[src/rtl/lfu_pkg.sv]
package lfu_pkg;
  localparam int unsigned DATA_W = 32;
  localparam int unsigned IMM_W  = 8;
  localparam int unsigned ROT_W  = 4;

  typedef enum logic [3:0] {
    OP_AND = 4'b0000,
    OP_EOR = 4'b0001,
    OP_TST = 4'b1000,
    OP_TEQ = 4'b1001,
    OP_ORR = 4'b1100,
    OP_MOV = 4'b1101,
    OP_BIC = 4'b1110,
    OP_MVN = 4'b1111
  } lfu_op_e;

  typedef struct packed {
    logic n;
    logic z;
    logic c;
    logic v;
  } nzcv_t;
endpackage

[src/rtl/lfu_imm_expand.sv]
module lfu_imm_expand #(
  parameter int unsigned DATA_W = lfu_pkg::DATA_W,
  parameter int unsigned IMM_W  = lfu_pkg::IMM_W,
  parameter int unsigned ROT_W  = lfu_pkg::ROT_W
) (
  input  logic [ROT_W+IMM_W-1:0] imm_i,
  input  logic                   c_i,
  output logic [DATA_W-1:0]      value_o,
  output logic                   carry_o
);
  localparam int unsigned AMT_W = ROT_W + 1;

  logic [ROT_W-1:0]  rot;
  logic [AMT_W-1:0]  amt;
  logic [DATA_W-1:0] ext;

  assign rot = imm_i[ROT_W+IMM_W-1:IMM_W];
  assign amt = {rot, 1'b0};
  assign ext = {{(DATA_W-IMM_W){1'b0}}, imm_i[IMM_W-1:0]};

  always_comb begin
    value_o = '0;
    for (int j = 0; j < DATA_W; j++) begin
      value_o[j] = ext[(j + int'(amt)) % DATA_W];
    end
  end

  // zero test on the rotate field itself, not on a derived amount
  assign carry_o = (rot == '0) ? c_i : value_o[DATA_W-1];
endmodule

[src/rtl/lfu_operand_sel.sv]
module lfu_operand_sel #(
  parameter int unsigned DATA_W = lfu_pkg::DATA_W,
  parameter int unsigned IMM_W  = lfu_pkg::IMM_W,
  parameter int unsigned ROT_W  = lfu_pkg::ROT_W
) (
  input  logic                   imm_sel_i,
  input  logic [ROT_W+IMM_W-1:0] imm_i,
  input  logic [DATA_W-1:0]      shift_data_i,
  input  logic                   shift_carry_i,
  input  logic                   c_i,
  output logic [DATA_W-1:0]      op_o,
  output logic                   carry_o
);
  logic [DATA_W-1:0] imm_val;
  logic              imm_carry;

  lfu_imm_expand #(.DATA_W(DATA_W), .IMM_W(IMM_W), .ROT_W(ROT_W)) u_imm (
    .imm_i  (imm_i),
    .c_i    (c_i),
    .value_o(imm_val),
    .carry_o(imm_carry)
  );

  assign op_o    = imm_sel_i ? imm_val   : shift_data_i;
  assign carry_o = imm_sel_i ? imm_carry : shift_carry_i;
endmodule

[src/rtl/lfu_logic_core.sv]
module lfu_logic_core #(
  parameter int unsigned DATA_W = lfu_pkg::DATA_W
) (
  input  logic [3:0]        op_i,
  input  logic              set_i,
  input  logic [DATA_W-1:0] a_i,
  input  logic [DATA_W-1:0] b_i,
  input  logic              carry_i,
  input  lfu_pkg::nzcv_t    flags_i,
  output logic [DATA_W-1:0] res_o,
  output logic              we_o,
  output logic              upd_o,
  output lfu_pkg::nzcv_t    flags_o
);
  import lfu_pkg::*;

  logic is_logic;
  logic is_test;

  always_comb begin
    res_o    = '0;
    is_logic = 1'b1;
    case (op_i)
      OP_AND, OP_TST: res_o = a_i & b_i;
      OP_EOR, OP_TEQ: res_o = a_i ^ b_i;
      OP_ORR:         res_o = a_i | b_i;
      OP_MOV:         res_o = b_i;
      OP_BIC:         res_o = a_i & ~b_i;
      OP_MVN:         res_o = ~b_i;
      default:        is_logic = 1'b0;
    endcase
    is_test = (op_i == OP_TST) || (op_i == OP_TEQ);
    we_o    = is_logic && !is_test;
    upd_o   = is_logic && (is_test || set_i);
    flags_o = flags_i;
    if (upd_o) begin
      flags_o.n = res_o[DATA_W-1];
      flags_o.z = (res_o == '0);
      flags_o.c = carry_i;
    end
  end
endmodule

[src/rtl/logic_flag_unit.sv]
module logic_flag_unit #(
  parameter int unsigned DATA_W = lfu_pkg::DATA_W,
  parameter int unsigned IMM_W  = lfu_pkg::IMM_W,
  parameter int unsigned ROT_W  = lfu_pkg::ROT_W
) (
  input  logic                   clk_i,
  input  logic                   rst_ni,
  input  logic                   valid_i,
  input  logic [3:0]             opcode_i,
  input  logic                   set_flags_i,
  input  logic                   imm_sel_i,
  input  logic [ROT_W+IMM_W-1:0] imm12_i,
  input  logic [DATA_W-1:0]      reg_op_i,
  input  logic [DATA_W-1:0]      shift_data_i,
  input  logic                   shift_carry_i,
  input  logic [3:0]             flags_i,
  output logic                   valid_o,
  output logic [DATA_W-1:0]      result_o,
  output logic                   wr_en_o,
  output logic [3:0]             flags_o
);
  import lfu_pkg::*;

  logic [DATA_W-1:0] op_b;
  logic              op_carry;
  logic [DATA_W-1:0] res_d;
  logic              we_d;
  logic              upd_d;
  nzcv_t             flags_cur;
  nzcv_t             flags_d;

  assign flags_cur = nzcv_t'(flags_i);

  lfu_operand_sel #(.DATA_W(DATA_W), .IMM_W(IMM_W), .ROT_W(ROT_W)) u_sel (
    .imm_sel_i    (imm_sel_i),
    .imm_i        (imm12_i),
    .shift_data_i (shift_data_i),
    .shift_carry_i(shift_carry_i),
    .c_i          (flags_cur.c),
    .op_o         (op_b),
    .carry_o      (op_carry)
  );

  lfu_logic_core #(.DATA_W(DATA_W)) u_core (
    .op_i   (opcode_i),
    .set_i  (set_flags_i),
    .a_i    (reg_op_i),
    .b_i    (op_b),
    .carry_i(op_carry),
    .flags_i(flags_cur),
    .res_o  (res_d),
    .we_o   (we_d),
    .upd_o  (upd_d),
    .flags_o(flags_d)
  );

  always_ff @(posedge clk_i or negedge rst_ni) begin
    if (!rst_ni) begin
      valid_o  <= 1'b0;
      wr_en_o  <= 1'b0;
      result_o <= '0;
      flags_o  <= '0;
    end else begin
      valid_o <= valid_i;
      wr_en_o <= valid_i & we_d;
      if (valid_i) begin
        result_o <= res_d;
        flags_o  <= flags_d;
      end
    end
  end

  p_zero_rot_carry_r2: assert property (@(posedge clk_i) disable iff (!rst_ni)
    valid_i && imm_sel_i && imm12_i[ROT_W+IMM_W-1:IMM_W] == '0 && upd_d
    |=> flags_o[1] == $past(flags_i[1]));

  p_reg_carry_r4: assert property (@(posedge clk_i) disable iff (!rst_ni)
    valid_i && !imm_sel_i && upd_d |=> flags_o[1] == $past(shift_carry_i));

  p_v_kept_r6: assert property (@(posedge clk_i) disable iff (!rst_ni)
    valid_i |=> flags_o[0] == $past(flags_i[0]));

  p_z_tracks_r6: assert property (@(posedge clk_i) disable iff (!rst_ni)
    valid_i && upd_d |=> flags_o[2] == (result_o == '0));

  p_no_set_r7: assert property (@(posedge clk_i) disable iff (!rst_ni)
    valid_i && !set_flags_i && opcode_i != OP_TST && opcode_i != OP_TEQ
    |=> flags_o == $past(flags_i));

  p_test_no_write_r8: assert property (@(posedge clk_i) disable iff (!rst_ni)
    valid_i && (opcode_i == OP_TST || opcode_i == OP_TEQ) |=> !wr_en_o);

  p_undef_r9: assert property (@(posedge clk_i) disable iff (!rst_ni)
    valid_i && !(opcode_i inside {OP_AND, OP_EOR, OP_TST, OP_TEQ, OP_ORR, OP_MOV, OP_BIC, OP_MVN})
    |=> !wr_en_o && result_o == '0 && flags_o == $past(flags_i));

  p_idle_no_write_r10: assert property (@(posedge clk_i) disable iff (!rst_ni)
    !valid_o |-> !wr_en_o);
endmodule

[config.mk]
export PLATFORM = sky130hd
export DESIGN_NAME = logic_flag_unit
export DESIGN_NICKNAME = d
export VERILOG_FILES = /design/src/rtl/lfu_pkg.sv /design/src/rtl/lfu_imm_expand.sv /design/src/rtl/lfu_operand_sel.sv /design/src/rtl/lfu_logic_core.sv /design/src/rtl/logic_flag_unit.sv
export SDC_FILE = /design/constraint.sdc
export NUM_CORES = 1
export LEC_CHECK = 0
export ABC_AREA = 0
export BUFFER_PORTS_ARGS = -buffer_cell sky130_fd_sc_hd__buf_2
export CORE_UTILIZATION = 55
export CTS_BUF_LIST = sky130_fd_sc_hd__clkbuf_4 sky130_fd_sc_hd__clkbuf_8 sky130_fd_sc_hd__clkbuf_16
export DETAILED_ROUTE_END_ITERATION = 10
export PLACE_DENSITY = 0.82
export SKIP_CTS_REPAIR_TIMING = 1
export SKIP_LAST_GASP = 1
export SYNTH_ARGS = -nofsm -noshare
export SYNTH_HDL_FRONTEND = slang
export SYNTH_HIERARCHICAL = 1
export SYNTH_SLANG_ARGS = --single-unit
[constraint.sdc]
create_clock -name clk_i -period 1.1 [get_ports clk_i]
set_clock_uncertainty 0.15 [all_clocks]
set_input_delay 0.275 -clock clk_i [delete_from_list [all_inputs] [get_ports clk_i]]
set_output_delay 0.275 -clock clk_i [all_outputs]
set_load 0.005 [all_outputs]
==> run metrics, run 1 <==
vias in the first global route 5742; Setup WS pre-CTS -2.48 ns; share of layout cells above drive strength 1 0.633; die width 98.7 um; Core Region 8890 um2; initial antenna violation count 0; async set-reset flop share out of synthesis 1.00; Final Hold Violating Endpoints 0; initial core utilization 0.578; hold path cells 2; Hold Crit Start flags_i[0]; max-slew violation count 0; Post-Synthesis Cells 581; Avg Inst Size Synth 8.85 um2; worst reg-to-reg setup slack -0.12 ns; DR vias 6933; Worst-Skew Late Latency 0.30 ns; Slew @ Worst Pin 0.852 ns; FF-to-FF Start result_o[3]; CP Capture Type flip-flop; worst hold-check path type in2reg; number of buffers created by CTS 5; Clock Power Share 0.142; Critical Setup Path Class in2reg; Netlist Area Pre-Place 5140 um2; Setup crit start kind input port; Syn Nets 711; DRC Markers 2; CTS sink cnt 38; Seq pwr share 0.242; register area share after synthesis 0.185; GRT Total Usage 0.366; RePlAce Congestion 0.963; DR iter-0 viols 1070; CP arrival 3.44 ns; storage element area 951 um2; height of the die 98.7 um; Yosys warning total 6; cell area power density 838 nW/um2; num ports 128; outcome finished with violations; Max clock buf depth 2; Vias/cell 6.86; clk slew on worst S/H paths 0.08 ns; total of fill cells in the finished design 287; Netlist cell types 61; max-cap viol count 0; most frequent cells in the layout buf_4 (215), buf_2 (121), mux2_4 (68); final core utilization 0.935; failing checks DRC, setup timing; Critical Path Fanout Max 6; period utilisation layout 3.04; setup-violating endpoint count in the final report 74; Logic pwr share 0.616; routed len/inst 25.9 um; commonest non-fill, non-tap cell in the layout buf_4; CTS root buf clkbuf_8; Power, Total 6.96 mW; Slew headroom 0.430; r2r worst-path depth 3; post-layout min period 3.34 ns; ANT nets after route 0; GRT Residual Overflow 0; area grow syn2layout 61.8%; RSZ-0062 raised after global routing yes; area of the multi-input gates 4360 um2; Max IR drop VDD 0.970 mV; Rows 34; Leakage 4.24 nW; final wirelength 26100 um; Hold Crit Endpoint flags_o[0]; internal power 4.21 mW; Port Buffer Count 127; placed cells 959; largest net degree at the start of global routing 39; switching pwr 2.75 mW; hpwl dp 14500 um; full die area 9740 um2; synthesis-stage register bit count 38; hold_ws 0.0697 ns; Non-Filler Instances 1010; TritonRoute pass-1 iters 10; maximum clock rate 299 MHz; Critical Path RT 1.20 ns; Switching Fraction 0.395; ys flop type dfrtp_1; CTS tree built; Crit Reg-Reg Endpoint result_o[3]; Post-synth EDFFs 0; CTS H-Tree Depth 2; first-pass GRT wire length 28000 um; Final WS setup -2.24 ns; Final #Nets 1031
[sequential cells by signal, summed over array words and instances, names as in the netlist]
signal and cells:
wr_en_o 1, flags_o 4, result_o 32, valid_o 1
[area by class of cell]
cell class              count  share of cell area
multi-input cells         431               0.525
repair buffers            352               0.296
flip-flops and latches     38               0.114
inverters                  73              0.0384
well taps                 108              0.0163
clock buffers               5             0.00828
clock inverters             2             0.00120
diodes                      1            0.000301
[per-stage QoR]
stage / cell area [um2] / TNS (ns)
floorplan: 5320 / -52.10
global placement: 7180 / -65.55
detailed placement: 7180 / -67.86
CTS: 7260 / -62.26
global route: 8310 / -63.89
finish: 8310 / -62.01
[layer usage]
metal  wire, um  global-route usage  vias up
met1       8470               0.447     3132
met5          0                   0        -
met2      11700               0.654      759
met3       3230              0.0284      306
li1           -                   -     2736
met4       2730               0.175        0
[how the worst max path moves through the flow]
stage                 end        start
6_report       flags_o[2]  imm12_i[10]
5_1_grt        flags_o[2]  imm12_i[10]
4_1_cts        flags_o[2]   imm12_i[8]
3_5_place_dp   flags_o[2]   imm12_i[8]
3_3_place_gp   flags_o[2]   imm12_i[8]
2_1_floorplan  flags_o[2]   imm12_i[8]
[power by group through the flow]
| stage | Clock (mW) | Combinational, mW | Sequential [mW] |
|---|---|---|---|
| 6_report | 0.992 | 4.29 | 1.68 |
| 4_1_cts | 0.929 | 3.15 | 1.67 |
| 5_1_grt | 1.02 | 4.44 | 1.69 |
| 3_3_place_gp | 0 | 2.99 | 1.68 |
| 3_5_place_dp | 0 | 3.12 | 1.69 |
| 2_1_floorplan | 0 | 1.71 | 1.69 |
[worst max-delay path: stages]
cell and delay, ns:
buf_8 0.08, clkinvlp_4 0.17, buf_4 0.19, ha_2 0.19, a31oi_4 0.20, a21oi_2 0.10
and2_1 0.16, mux2_4 0.30, inv_4 0.07, ha_2 0.16, mux2i_1 0.18, o2bb2ai_1 0.22
a221o_1 0.38, nor3_2 0.23, nand4b_1 0.16, o31ai_2 0.20, mux2_4 0.17
[Yosys cell counts, drive strengths merged (3+ instances only)]
cell type / n / area, um2
a211oi: 5 / 37.5
a21oi: 42 / 210
a221o: 4 / 40.0
a22o: 8 / 70.1
a22oi: 7 / 52.6
a31oi: 4 / 25.0
and2: 12 / 77.6
and3: 16 / 100
buf: 34 / 319
clkbuf: 5 / 18.8
dfrtp: 38 / 951
ha: 40 / 500
inv: 72 / 270
mux2: 71 / 1020
mux4: 8 / 199
nand2: 30 / 113
nand2b: 3 / 18.8
nand3: 10 / 50.1
nor2: 56 / 210
nor2b: 7 / 43.8
nor3: 6 / 30.0
nor3b: 4 / 30.0
nor4: 7 / 50.1
o21ai: 17 / 85.1
o21bai: 8 / 60.1
o22ai: 7 / 43.8
o311ai: 6 / 52.6
o32ai: 15 / 131
or3: 4 / 25.0
xnor2: 6 / 52.6
[cell families (layout without fill, tap and decap cells)]
logic type	after synthesis	in the layout	synth area share
fa+ha+maj	40	40	0.0974
xor+xnor	8	8	0.0136
simple gates	161	161	0.155
other cells	0	1	0
flops	38	38	0.185
compound gates	141	141	0.189
mux	81	81	0.241
buf+inv	112	432	0.119
No activity file was read; power rests on OpenSTA's default activity.
==> run 2: changes to the inputs <==
--- a/config.mk
+++ b/config.mk
@@ -10,7 +10,7 @@
 export CORE_UTILIZATION = 55
 export CTS_BUF_LIST = sky130_fd_sc_hd__clkbuf_4 sky130_fd_sc_hd__clkbuf_8 sky130_fd_sc_hd__clkbuf_16
 export DETAILED_ROUTE_END_ITERATION = 10
-export PLACE_DENSITY = 0.82
+export PLACE_DENSITY_LB_ADDON = 0.25
 export SKIP_CTS_REPAIR_TIMING = 1
 export SKIP_LAST_GASP = 1
 export SYNTH_ARGS = -nofsm -noshare
==> run metrics, run 2 (synthesized netlist as in run 1, its figures left out) <==
TritonRoute pass-1 iters 11; storage element area 951 um2; Final Hold Violating Endpoints 0; total of fill cells in the finished design 263; CP Capture Type flip-flop; placed cell areas 7210 um2; Hold Crit Endpoint flags_o[0]; Core Region 8890 um2; max-slew violation count 0; hold path cells 2; metal3 WL 3880 um; num ports 128; CP arrival 3.38 ns; vias in the first global route 5812; worst reg-to-reg setup slack -0.08 ns; DR iter-0 viols 1341; height of the die 98.7 um; Final WS setup -2.17 ns; internal power 4.76 mW; clk slew on worst S/H paths 0.09 ns; DRC Markers 2; Max clock buf depth 2; hpwl dp 14900 um; Slew headroom 0.400; full die area 9740 um2; initial core utilization 0.578; post-layout min period 3.27 ns; share of layout cells above drive strength 1 0.637; period utilisation layout 2.98; final wirelength 27100 um; Antenna Cells 0; Critical Setup Path Class in2reg; most frequent cells in the layout buf_4 (220), buf_2 (121), mux2_4 (68); die width 98.7 um; Final #Nets 1038; placed cells 968; CTS tree built; worst hold-check path type in2reg; setup-violating endpoint count in the final report 74; DR vias 7149; number of flip-flops in the largest register 32; Clock Power Share 0.207; Max IR drop VDD 0.824 mV; failing checks DRC, setup timing; maximum clock rate 306 MHz; initial antenna violation count 3; Switching Fraction 0.374; Setup crit start kind input port; RePlAce Congestion 0.996; FF-to-FF Start result_o[26]; CTS sink cnt 38; Port Buffer Count 127; met1 WL 8660 um; CTS H-Tree Depth 2; largest net degree at the start of global routing 30; DR WL met2 11600 um; GRT Residual Overflow 0; RSZ-0062 raised after global routing yes; Slew @ Worst Pin 0.897 ns; Logic pwr share 0.572; Crit Reg-Reg Endpoint result_o[26]; Vias/cell 7.03; Sum Neg Setup Slack -61.64 ns; Critical Path Fanout Max 4; ANT nets after route 0; r2r worst-path depth 2; CTS root buf clkbuf_8; Critical Path RT 1.21 ns; Worst-Skew Late Latency 0.31 ns; finished layout cell area 8410 um2; cell area power density 905 nW/um2; Hold Crit Start flags_i[0]; Seq pwr share 0.222; routed len/inst 26.7 um; switching pwr 2.85 mW; area grow syn2layout 63.6%; first-pass GRT wire length 28700 um; Non-Filler Instances 1017; outcome finished with violations; Top Metal Used met5; Leakage 4.31 nW; commonest non-fill, non-tap cell in the layout buf_4; Top Registers result_o: 32 flops, flags_o: 4 flops; area of the multi-input gates 4370 um2; GRT Total Usage 0.381; Rows 34; Largest Register result_o; hold_ws 0.0681 ns; max-cap viol count 0; number of buffers created by CTS 5
-- run 2: cell type report --
type	count	area share
clock inverters	2	0.00714
well taps	108	0.0161
flip-flops and latches	38	0.113
clock buffers	6	0.00982
inverters	73	0.0374
repair buffers	359	0.297
multi-input cells	431	0.519
-- run 2: worst max path at each step --
stage | startpoint | to
6_report | imm12_i[9] | flags_o[2]
3_3_place_gp | imm12_i[8] | flags_o[2]
5_1_grt | imm12_i[9] | flags_o[2]
3_5_place_dp | imm12_i[9] | flags_o[2]
4_1_cts | imm12_i[9] | flags_o[2]
2_1_floorplan | imm12_i[8] | flags_o[2]
-- run 2: power by group through the flow --
| stage | clock network [mW] | registers [mW] | logic [mW] |
|---|---|---|---|
| 2_1_floorplan | 0 | 1.69 | 1.71 |
| 3_3_place_gp | 0 | 1.68 | 3.00 |
| 3_5_place_dp | 0 | 1.69 | 3.13 |
| 4_1_cts | 1.48 | 1.68 | 3.18 |
| 5_1_grt | 1.60 | 1.69 | 4.49 |
| 6_report | 1.57 | 1.69 | 4.35 |
-- run 2: stage by stage --
step	util	power [mW]	worst slack, ns
2_1_floorplan	-	3.40	-2.13
3_3_place_gp	0.811	4.69	-2.35
3_5_place_dp	0.811	4.82	-2.48
4_1_cts	0.827	6.33	-2.35
5_1_grt	0.946	7.79	-2.23
6_report	0.946	7.61	-2.17
-- run 2: layer usage --
layer,GRT usage,vias to the layer above
li1,-,2744
met1,0.449,3232
met2,0.683,807
met3,0.0589,364
met4,0.169,2
met5,0,-
-- run 2: worst max-delay path, cell delays in order --
cell and delay [ns]:
buf_12 0.09, inv_6 0.04, ha_4 0.27, mux4_2 0.53
and3_4 0.17, mux2_4 0.28, inv_4 0.07, ha_4 0.19
a22oi_2 0.17, o221a_2 0.24, a31oi_4 0.05, nor4_2 0.34
nand3_1 0.17, o31ai_2 0.29, mux2_4 0.20
==> run 3: changes to the inputs <==
==> constraint.sdc (replaced) <==
create_clock -name clk_i -period 1.1 [get_ports clk_i]
set_clock_uncertainty 0.15 [all_clocks]
set_input_delay 0.33 -clock clk_i [delete_from_list [all_inputs] [get_ports clk_i]]
set_output_delay 0.33 -clock clk_i [all_outputs]
set_load 0.005 [all_outputs]
==> run metrics, run 3 <==
largest net degree at the start of global routing 35; synthesis-stage register bit count 38; height of the die 98.7 um; Port Buffer Count 127; Post-Synthesis Cells 581; Syn Nets 711; dominant cell by count in the synthesized netlist inv_1; CTS root buf clkbuf_8; GRT Residual Overflow 814; die width 98.7 um; top cell type's share of synthesized area 0.185; hpwl dp 16000 um; Netlist Area Pre-Place 5140 um2; synth cell count leaders inv_1 (71), mux2_4 (59), nor2_1 (56), a21oi_1 (42), ha_1 (40); RePlAce Congestion 0.969; Rows 34; Netlist cell types 61; async set-reset flop share out of synthesis 1.00; register area share after synthesis 0.185; last step reached 5_1_grt; Worst EP kind register data pin; num ports 128; CTS sink cnt 38; top cells by area, synth dfrtp_1 (19%), mux2_4 (17%), ha_1 (9.7%); number of buffers created by CTS 5; Max clock buf depth 2; Post-synth EDFFs 0; Err [ERROR GRT-0232] Routing congestion too high. Check the congestion heatmap in the GUI.; grt repair worst endpoint flags_o[2]$_DFFE_PN0P_/D; outcome aborted with a tool error; CTS H-Tree Depth 2; Yosys warning total 6; area leader, netlist dfrtp_1; ys flop type dfrtp_1; initial core utilization 0.578; GRT Total Usage 0.970; Avg Inst Size Synth 8.85 um2
-- run 3: cell counts after synthesis --
No cell type changed its count.
-- run 3: kinds of logic after synthesis --
logic type      Yosys count  share of synthesized area
fa+ha+maj                40                     0.0974
xor+xnor                  8                     0.0136
mux                      81                      0.241
buf+inv                 112                      0.119
simple gates            161                      0.155
flops                    38                      0.185
compound gates          141                      0.189
-- run 3: layer usage --
metal	global-route usage	overflow
met5	0.200	0
met2	1.31	628
met4	1.11	175
met1	0.874	3
met3	0.694	8
-- run 3: per-stage QoR --
step	TNS, ns	worst slack [ns]	cells	hold slack (ns)	cell area (um2)
3_3_place_gp	-68.07	-2.43	970	0.00187	7250
4_1_cts	-67.52	-2.35	978	-0.302	7390
3_5_place_dp	-70.87	-2.59	970	0.0113	7250
2_1_floorplan	-54.05	-2.19	581	-0.116	5330
==> run 4: changes to the inputs <==
--- a/config.mk
+++ b/config.mk
@@ -7,10 +7,9 @@
 export LEC_CHECK = 0
 export ABC_AREA = 0
 export BUFFER_PORTS_ARGS = -buffer_cell sky130_fd_sc_hd__buf_2
-export CORE_UTILIZATION = 55
-export CTS_BUF_LIST = sky130_fd_sc_hd__clkbuf_4 sky130_fd_sc_hd__clkbuf_8 sky130_fd_sc_hd__clkbuf_16
+export CORE_UTILIZATION = 40
 export DETAILED_ROUTE_END_ITERATION = 10
-export PLACE_DENSITY_LB_ADDON = 0.25
+export PLACE_DENSITY_LB_ADDON = 0.15
 export SKIP_CTS_REPAIR_TIMING = 1
 export SKIP_LAST_GASP = 1
 export SYNTH_ARGS = -nofsm -noshare
==> run metrics, run 4 (synthesized netlist as in run 1, its figures left out) <==
Critical Path RT 1.18 ns; slowest stage delay, CP 0.56 ns; Slew @ Worst Pin 0.559 ns; area grow syn2layout 68.0%; RSZ-0062 raised after global routing yes; Critical Path Fanout Max 7; num ports 128; clk slew on worst S/H paths 0.06 ns; Setup crit start kind input port; Antenna Cells 0; Core Region 12600 um2; Leakage 4.40 nW; area of the multi-input gates 4350 um2; routed len/inst 17.5 um; maximum clock rate 312 MHz; CTS tree built; most frequent cells in the layout buf_4 (235), buf_2 (120), mux2_4 (68); first-pass GRT wire length 26800 um; Rows 41; CTS sink cnt 38; commonest non-fill, non-tap cell in the layout buf_4; Vias/cell 5.38; hpwl dp 14800 um; Final #Nets 1055; CP Capture Type flip-flop; share of layout cells above drive strength 1 0.636; TritonRoute pass-1 iters 7; CTS H-Tree Depth 2; Critical Setup Path Class in2reg; Max clock buf depth 2; final core utilization 0.687; post-layout min period 3.20 ns; Power, Total 7.29 mW; Sum Neg Setup Slack -62.04 ns; DRC Markers 0; full die area 13300 um2; critical path's slowest cell mux4_2; placed cells 1035; outcome finished with violations; Top Registers result_o: 32 flops, flags_o: 4 flops; CTS root buf clkbuf_16; Final WS setup -2.10 ns; DR iter-0 viols 411; max-cap viol count 0; worst hold-check path type in2reg; total of fill cells in the finished design 1010; cell area power density 844 nW/um2; max-slew violation count 0; Port Buffer Count 127; number of buffers created by CTS 5; Final Hold Violating Endpoints 0; largest net degree at the start of global routing 39; final wirelength 19300 um; Non-Filler Instances 1098; Max IR drop VDD 0.552 mV; period utilisation layout 2.91; ANT nets after route 0; hold_ws 0.135 ns; GRT Residual Overflow 0; initial antenna violation count 0; Worst-Skew Late Latency 0.28 ns; crit-path cells buf_12 > inv_6 > ha_4 > mux4_2 > and3_4 > mux2_4 > inv_4 > buf_4 > nor2_1 > o21ai_0 > a31oi_4 > nor4_2 > nand3_1 > o31ai_2 > mux2_4; r2r worst-path depth 2; GRT Total Usage 0.264; CP arrival 3.28 ns; Slew headroom 0.626; initial core utilization 0.409; vias in the first global route 5261; RePlAce Congestion 0.921; hold path cells 2; cell repeated most along the worst path mux2_4; setup-violating endpoint count in the final report 74; number of flip-flops in the largest register 32; failing checks setup timing; Largest Register result_o; DR vias 5907; storage element area 951 um2; height of the die 115 um; die width 115 um
## run 4: where the power goes
part	total, mW	leakage [nW]	internal [mW]	switching [mW]
sequential	1.66	0.494	1.57	0.0857
combinational	4.03	3.82	2.28	1.75
clock	1.61	0.0836	1.06	0.545
total	7.29	4.40	4.91	2.38
## run 4: path summary, 6_finish.rpt
check	start	to	slack, ns
max	imm12_i[8]	flags_o[2]	-2.10
max in group asynchronous	rst_ni	result_o[27]	0.21
min reg2reg	flags_o[0]	flags_o[0]	0.36
min	flags_i[0]	flags_o[0]	0.14
min in group asynchronous	rst_ni	result_o[17]	0.39
max reg2reg	flags_o[2]	flags_o[2]	0.02
## run 4: routing by layer
layer / track usage / up-vias / routed length [um]
li1: - / 2781 / -
met1: 0.351 / 2832 / 8160
met2: 0.442 / 246 / 9430
met3: 0.0190 / 48 / 976
met4: 0.106 / 0 / 693
met5: 0 / - / 0
## run 4: metrics by stage
step / instance area, um2 / setup WS [ns]
6_report: 8630 / -2.10
5_1_grt: 8630 / -2.17
4_1_cts: 7480 / -2.20
3_5_place_dp: 7310 / -2.50
3_3_place_gp: 7310 / -2.45
2_1_floorplan: 5330 / -2.19
## run 4: cell type report
| cell class | instances | share of cell area |
|---|---|---|
| clock inverter | 3 | 0.00464 |
| tap | 172 | 0.0249 |
| timing repair buffer | 376 | 0.306 |
| clock buffer | 5 | 0.0145 |
| sequential | 38 | 0.110 |
| inverter | 73 | 0.0367 |
| multi-input combinational | 431 | 0.504 |
## run 4: critical path, delay by kind of cell
family	cells	cell delay (ns)
compound gates	3	0.74
fa+ha+maj	1	0.27
mux	3	1.01
simple gates	4	0.63
buf+inv	4	0.30
